`config.mk`:
```
export PLATFORM = sky130hd
export DESIGN_NAME = serbus_host_regs
export DESIGN_NICKNAME = d
export VERILOG_FILES = /design/src/rtl/serbus_host_pkg.sv /design/src/rtl/serbus_addr_decode.sv /design/src/rtl/serbus_status_flag.sv /design/src/rtl/serbus_data_hold.sv /design/src/rtl/serbus_indirect_bank.sv /design/src/rtl/serbus_host_regs.sv
export SDC_FILE = /design/constraint.sdc
export NUM_CORES = 1
export LEC_CHECK = 0
export ABC_AREA = 1
export ABC_CLOCK_PERIOD_IN_PS = 3900
export BUFFER_PORTS_ARGS = -buffer_cell sky130_fd_sc_hd__buf_2
export CAP_MARGIN = 20
export CORE_UTILIZATION = 60
export DETAILED_ROUTE_END_ITERATION = 6
export PLACE_DENSITY = 0.81
export SLEW_MARGIN = 20
export SYNTH_ARGS = -nofsm -noshare
export SYNTH_HDL_FRONTEND = slang
export SYNTH_HIERARCHICAL = 1
export SYNTH_SLANG_ARGS = --single-unit
```
`constraint.sdc`:
```
create_clock -name clk -period 3.9 [get_ports clk]
set_input_delay 0.39 -clock clk [delete_from_list [all_inputs] [get_ports clk]]
set_output_delay 0.39 -clock clk [all_outputs]
set_load 0.005 [all_outputs]
```
`src/rtl/serbus_host_pkg.sv`:
```
package serbus_host_pkg;

    localparam int BYTE_W     = 8;
    localparam int CODE_W     = 6;
    localparam int HADDR_W    = 2;
    localparam int PTR_W      = 3;
    localparam int RELEASE_IX = 3;

    localparam logic [CODE_W-1:0] IDLE_CODE = 6'h3E;

    typedef enum logic [HADDR_W-1:0] {
        RA_STAT_PTR = 2'b00,
        RA_DATA     = 2'b01,
        RA_CTRL     = 2'b10,
        RA_BANK     = 2'b11
    } reg_addr_e;

    typedef struct packed {
        logic stat_rd;
        logic ptr_wr;
        logic data_rd;
        logic data_wr;
        logic ctrl_rd;
        logic ctrl_wr;
        logic bank_rd;
        logic bank_wr;
    } host_strb_t;

    function automatic logic [BYTE_W-1:0] pack_status(input logic [CODE_W-1:0] code);
        return {code, {(BYTE_W-CODE_W){1'b0}}};
    endfunction

    function automatic logic is_active_code(input logic [CODE_W-1:0] code);
        return code != IDLE_CODE;
    endfunction

endpackage

```
`src/rtl/serbus_addr_decode.sv`:
```
module serbus_addr_decode
    import serbus_host_pkg::*;
(
    input  logic               sel,
    input  logic               rd,
    input  logic               wr,
    input  logic [HADDR_W-1:0] addr,
    output host_strb_t         strb
);

    reg_addr_e ra;
    assign ra = reg_addr_e'(addr);

    always_comb begin
        strb = '0;
        if (sel && rd) begin
            unique case (ra)
                RA_STAT_PTR: strb.stat_rd = 1'b1;
                RA_DATA:     strb.data_rd = 1'b1;
                RA_CTRL:     strb.ctrl_rd = 1'b1;
                RA_BANK:     strb.bank_rd = 1'b1;
                default:     ;
            endcase
        end
        if (sel && wr) begin
            unique case (ra)
                RA_STAT_PTR: strb.ptr_wr  = 1'b1;
                RA_DATA:     strb.data_wr = 1'b1;
                RA_CTRL:     strb.ctrl_wr = 1'b1;
                RA_BANK:     strb.bank_wr = 1'b1;
                default:     ;
            endcase
        end
    end

endmodule

```
`src/rtl/serbus_status_flag.sv`:
```
module serbus_status_flag
    import serbus_host_pkg::*;
(
    input  logic              clk,
    input  logic              rst,
    input  logic              enter,
    input  logic [CODE_W-1:0] code,
    input  logic              clr_req,
    output logic              flag_q,
    output logic [BYTE_W-1:0] status_q
);

    logic raise;
    assign raise = enter && is_active_code(code);

    always_ff @(posedge clk) begin
        if (rst) begin
            status_q <= pack_status(IDLE_CODE);
        end else if (enter) begin
            status_q <= pack_status(code);
        end
    end

    // a fresh entry outranks a clear landing in the same cycle
    always_ff @(posedge clk) begin
        if (rst) begin
            flag_q <= 1'b0;
        end else if (raise) begin
            flag_q <= 1'b1;
        end else if (clr_req) begin
            flag_q <= 1'b0;
        end
    end

endmodule

```
`src/rtl/serbus_data_hold.sv`:
```
module serbus_data_hold
    import serbus_host_pkg::*;
(
    input  logic              clk,
    input  logic              rst,
    input  logic              capture,
    input  logic [BYTE_W-1:0] cap_byte,
    input  logic              host_ok,
    input  logic [BYTE_W-1:0] host_byte,
    output logic [BYTE_W-1:0] data_q
);

    always_ff @(posedge clk) begin
        if (rst) begin
            data_q <= '0;
        end else if (capture) begin
            data_q <= cap_byte;
        end else if (host_ok) begin
            data_q <= host_byte;
        end
    end

endmodule

```
`src/rtl/serbus_indirect_bank.sv`:
```
module serbus_indirect_bank
    import serbus_host_pkg::*;
#(
    parameter int SEL_W = PTR_W
) (
    input  logic              clk,
    input  logic              rst,
    input  logic              ptr_wr,
    input  logic              bank_wr,
    input  logic [BYTE_W-1:0] wdata,
    output logic [BYTE_W-1:0] bank_rdata
);

    localparam int DEPTH = 1 << SEL_W;

    logic [SEL_W-1:0]  ptr_q;
    logic [BYTE_W-1:0] entry_q [DEPTH];

    always_ff @(posedge clk) begin
        if (rst) begin
            ptr_q <= '0;
        end else if (ptr_wr) begin
            ptr_q <= wdata[SEL_W-1:0];
        end
    end

    for (genvar g = 0; g < DEPTH; g++) begin : g_entry
        always_ff @(posedge clk) begin
            if (rst) begin
                entry_q[g] <= '0;
            end else if (bank_wr && (ptr_q == SEL_W'(g))) begin
                entry_q[g] <= wdata;
            end
        end
    end

    assign bank_rdata = entry_q[ptr_q];

endmodule

```
`src/rtl/serbus_host_regs.sv`:
```
module serbus_host_regs
    import serbus_host_pkg::*;
#(
    parameter int BANK_SEL_W = PTR_W
) (
    input  logic               clk,
    input  logic               rst,
    input  logic               host_sel,
    input  logic               host_rd,
    input  logic               host_wr,
    input  logic [HADDR_W-1:0] host_addr,
    input  logic [BYTE_W-1:0]  host_wdata,
    output logic [BYTE_W-1:0]  host_rdata,
    output logic               irq_n,
    input  logic [CODE_W-1:0]  eng_state,
    input  logic               eng_enter,
    input  logic [BYTE_W-1:0]  eng_rx_byte,
    input  logic               eng_busy,
    output logic [BYTE_W-1:0]  eng_tx_byte,
    output logic               eng_go
);

    host_strb_t        strb;
    logic              flag_q;
    logic [BYTE_W-1:0] status_q;
    logic [BYTE_W-1:0] data_q;
    logic [BYTE_W-1:0] bank_rdata;
    logic [BYTE_W-1:0] ctrl_view;
    logic              clr_req;
    logic              capture;
    logic              host_ok;

    serbus_addr_decode u_dec (
        .sel  (host_sel),
        .rd   (host_rd),
        .wr   (host_wr),
        .addr (host_addr),
        .strb (strb)
    );

    assign clr_req = strb.ctrl_wr && host_wdata[RELEASE_IX];
    assign capture = eng_enter && is_active_code(eng_state);
    assign host_ok = strb.data_wr && flag_q && !eng_busy;

    serbus_status_flag u_stat (
        .clk      (clk),
        .rst      (rst),
        .enter    (eng_enter),
        .code     (eng_state),
        .clr_req  (clr_req),
        .flag_q   (flag_q),
        .status_q (status_q)
    );

    serbus_data_hold u_data (
        .clk       (clk),
        .rst       (rst),
        .capture   (capture),
        .cap_byte  (eng_rx_byte),
        .host_ok   (host_ok),
        .host_byte (host_wdata),
        .data_q    (data_q)
    );

    serbus_indirect_bank #(
        .SEL_W (BANK_SEL_W)
    ) u_bank (
        .clk        (clk),
        .rst        (rst),
        .ptr_wr     (strb.ptr_wr),
        .bank_wr    (strb.bank_wr),
        .wdata      (host_wdata),
        .bank_rdata (bank_rdata)
    );

    always_comb begin
        ctrl_view             = '0;
        ctrl_view[RELEASE_IX] = flag_q;
    end

    always_comb begin
        host_rdata = '0;
        if (strb.stat_rd) host_rdata = status_q;
        if (strb.data_rd) host_rdata = data_q;
        if (strb.ctrl_rd) host_rdata = ctrl_view;
        if (strb.bank_rd) host_rdata = bank_rdata;
    end

    assign irq_n       = !flag_q;
    assign eng_tx_byte = data_q;
    assign eng_go      = clr_req && flag_q;

endmodule

```
==> impl.org <==
** Outcome
- Run status :: finished, final reports clean

** Clock tree
- Insertion delay of the later-clocked pin in the worst-skew pair :: 0.36 ns
- Clock buffer count from CTS :: 9
- Number of cells upsized or downsized after cts :: 0
- Clock Pin Slew Worst Setup and Hold Paths :: 0.09 ns
- In this run the clock root is driven by a sky130_fd_sc_hd__clkbuf_8.
- In this run, post-CTS hold repair placed 0 buffers.
- Max Root-Sink Buffers :: 2
- CTS built an H-tree with a depth of 3.
- Buffers added to address setup during post-CTS repair amount to 0.
- TritonCTS clock tree :: yes
- Total number of clock tree sinks :: 85

** Place
- Post-DP HPWL :: 7.43 mm
- Final GP Congestion :: 0.949
- PortBufs :: 48

** Synthesis
- The synthesized design contains 85 register bits.
- Synthesized instance count :: 580
- Seq/Total Area, Yosys :: 52.1%
- In this run, synthesis inferred 64 flip-flops with an integrated enable.
- Predominant post-synthesis flop cell :: sky130_fd_sc_hd__edfxtp_1
- A synthesized cell averages 7.75 µm².
- Synthesized cell area :: 0.00450 mm²
- Synthesis instantiated 25 different standard cells from the library.
- Share of synthesized flip-flops with an asynchronous set or reset :: 0%
- Warning count from the yosys run :: 6

** Critical path
- Endpoint of the most critical register-to-register path :: u_bank/entry_q[7][3]$_SDFFCE_PN0P_
- Startpoint type of the worst setup path :: flip-flop
- In this run the worst path has a maximum fanout of 33.
- The most numerous cell type found on the critical path is sky130_fd_sc_hd__nand2_1.
- Kind of end point of the critical path :: output port
- WS Path Type :: reg -> out
- In this run the number of cells on the critical path is 10.
- In this design, the stage delay of the slowest critical-path cell is 0.70 ns.
- Counting both buffers and inverters, the worst setup path holds a total of 3.
- Slowest cell on crit path :: sky130_fd_sc_hd__inv_1
- For the worst setup path, the data required time is 3.51 ns.
- Among cell families on the critical path, the largest total delay comes from buffers and inverters.
- Worst Setup EP :: host_rdata[2]
- Crit-path cells :: buf_4, inv_1, nand2_1, nand3_1, nand2_1, nand2_1, nand2_1, nand2_1, nand2_1, buf_2
- Startpoint of the lowest-slack register-to-register path :: u_bank/ptr_q[1]$_SDFFE_PP0P_
- Data arrival time of the worst path :: 2.34 ns
- Register-to-register setup slack :: 2.31 ns
- Register-to-Register Path Depth :: 2

** GRT
- Global-route wire length before repair :: 16.8 mm
- The number of antenna violations at the first check in global routing was 0.
- Number of global-route vias before repair :: 3,513
- In the global route stage, overall resource usage came out at 29.0%.
- Global-route congestion overflow total :: 0
- Maximum number of pins on one net before global-route repair :: 34

** Layout
- Register area :: 0.00234 mm²
- Number of filler instances in the final layout :: 643
- Cells with a size suffix above 1 make up 14.6% of the layout.
- Antenna diode instance count :: 0
- Layout overhead on the synthesized area :: 10.5%
- Net count reported at finish :: 654
- Total area of multi-input combinational cells :: 0.00163 mm²
- Layout Utilization :: 68.5%

** Floorplanning
- Pin placement for this block handled 49 I/O pins.
- The floorplan step set the die width to 88.6 µm.
- From bottom edge to top edge, the die measures 88.6 µm.
- Placement Rows :: 31
- Core box area :: 0.00725 mm²
- Once the floorplan was initialized, standard cells occupied 62.0% of the core.
- Full die area :: 0.00784 mm²

** STA
- The final hold violation count was 0.
- Final max-slew violation count :: 0
- Unrepaired setup endpoints after global routing :: no
- Setup violations remaining at the end of the flow were counted as 0.
- Sum of negative setup slack :: 0 ns
- Derived from the worst setup path, the maximum achievable clock frequency is 366 MHz.
- Transition at the pin with the smallest max-transition slack :: 0.911 ns
- For the finished layout, the period the worst path requires is 2.73 ns.
- Clock skew on the completed layout was measured at 0.0127 ns.
- Slew HR :: 39.2%
- The final critical path takes up 70.1% of the cycle.

** Route
- In this run, the number of DRC markers left after iteration 0 of detailed routing was 435.
- After detailed routing, the total wire length is 10.6 mm.
- Detail-routed via count per cell :: 5.32
- Number of search-and-repair iterations in the first detailed-routing pass :: 5
- For this run, design rule violations remaining after detail routing come to 0.
- The detail route stage leaves a number of antenna-violating nets equal to 0.
- DR vias :: 3,869
- Post-detailed-route wirelength per cell :: 14.6 µm

** Hold path
- Worst min-delay path class :: in -> reg
- The worst hold path begins at eng_state[2].
- Hold path cells :: 3

** Power and ir drop
- For this design the ratio of total power to cell area is 383 mW/mm².
- Maximum resistive drop on vdd :: 222 µV
- Static Leak :: 2.48 nW

** Run
- Max-cap violations in this run came to 0.
## final cells by class
type / count / area share, %
Clock inverter: 7 / 2.09
Inverter: 101 / 7.83
Sequential cell: 85 / 47.1
Clock buffer: 9 / 2.49
Timing Repair Buffer: 50 / 5.14
Tap cell: 99 / 2.49
Multi-Input combinational cell: 376 / 32.8
## placed cells by master (no fill, tap or decap), types with 4 or more instances in the layout
| master | count |
|---|---|
| sky130_fd_sc_hd__nand3_1 | 59 |
| sky130_fd_sc_hd__nand2_1 | 207 |
| sky130_fd_sc_hd__edfxtp_1 | 64 |
| sky130_fd_sc_hd__a21oi_1 | 6 |
| sky130_fd_sc_hd__nand3_2 | 7 |
| sky130_fd_sc_hd__nor2_1 | 80 |
| sky130_fd_sc_hd__buf_2 | 48 |
| sky130_fd_sc_hd__dfxtp_1 | 21 |
| sky130_fd_sc_hd__nor2_4 | 4 |
| sky130_fd_sc_hd__clkbuf_8 | 9 |
| sky130_fd_sc_hd__inv_1 | 88 |
| sky130_fd_sc_hd__inv_2 | 8 |
## worst register-to-register path: stages (launching register included)
cell and delay, ns:
sky130_fd_sc_hd__dfxtp_1 0.48, sky130_fd_sc_hd__nand2_1 0.14, sky130_fd_sc_hd__o21ai_1 0.60
## metal layers
metal  up-vias  track usage (%)  part of all wire (%)
met5         -                0                     0
met4         0             14.1                   2.9
met3        27             3.36                   8.8
met2       207             45.9                    47
met1      1770             40.1                    42
li1       1865                -                     -
## worst min-delay path by stage
| stage | slack (ns) | end |
|---|---|---|
| 2_1_floorplan | 0.43 | u_stat/status_q[4]$_SDFFE_PP1P_ |
| 3_3_place_gp | 0.45 | u_stat/status_q[5]$_SDFFE_PP1P_ |
| 3_5_place_dp | 0.45 | u_stat/status_q[5]$_SDFFE_PP1P_ |
| 4_1_cts | 0.26 | u_stat/status_q[4]$_SDFFE_PP1P_ |
| 5_1_grt | 0.27 | u_stat/status_q[4]$_SDFFE_PP1P_ |
| 6_report | 0.27 | u_stat/status_q[4]$_SDFFE_PP1P_ |
## flip-flops by register name, indices dropped and copies added, names as in the netlist, named ones only
signal,cells
u_bank/entry_q,64
u_bank/ptr_q,3
u_data/data_q,8
u_stat/flag_q,1
u_stat/status_q,6
## cell usage after synthesis (4+ instances only)
master                     count  area share (%)
sky130_fd_sc_hd__buf_4         5            0.83
sky130_fd_sc_hd__a21oi_1       6            0.67
sky130_fd_sc_hd__buf_2         8            0.89
sky130_fd_sc_hd__nor2_4        4             1.0
sky130_fd_sc_hd__inv_1        88             7.3
sky130_fd_sc_hd__inv_2         8            0.67
sky130_fd_sc_hd__nand3_1      59             6.6
sky130_fd_sc_hd__nand2_1     207              17
sky130_fd_sc_hd__dfxtp_1      21             9.3
sky130_fd_sc_hd__buf_6         5             1.3
sky130_fd_sc_hd__nand3_2       7             1.6
sky130_fd_sc_hd__nor2_1       80             6.7
sky130_fd_sc_hd__edfxtp_1     64              43
## cells by family after synthesis
logic type	synth area share, %
AOI/OAI and AO/OA	1.67
buffers and inverters	11.7
DFF	52.1
other	0.0834
and+or+nand+nor	34.4
## where the power goes
part	internal [W]	switching, W
sequential	0.00100	0.0000187
combinational	0.0000551	0.000126
clock	0.000370	0.000332
total	0.00143	0.000477
## through the flow
step | cell area, µm² | worst slack, ns | power, W | hold slack, ns | instances
after floorplan | 4500 | 2.18 | 0.00115 | 0.430 | 581
after global placement | 4740 | 1.70 | 0.00122 | 0.445 | 711
after detailed placement | 4740 | 1.64 | 0.00122 | 0.445 | 711
after CTS | 4970 | 1.20 | 0.00191 | 0.259 | 727
after global routing | 4970 | 0.990 | 0.00197 | 0.269 | 727
final | 4970 | 1.17 | 0.00191 | 0.268 | 727
Note: power is estimated with default switching activity, not from simulation.
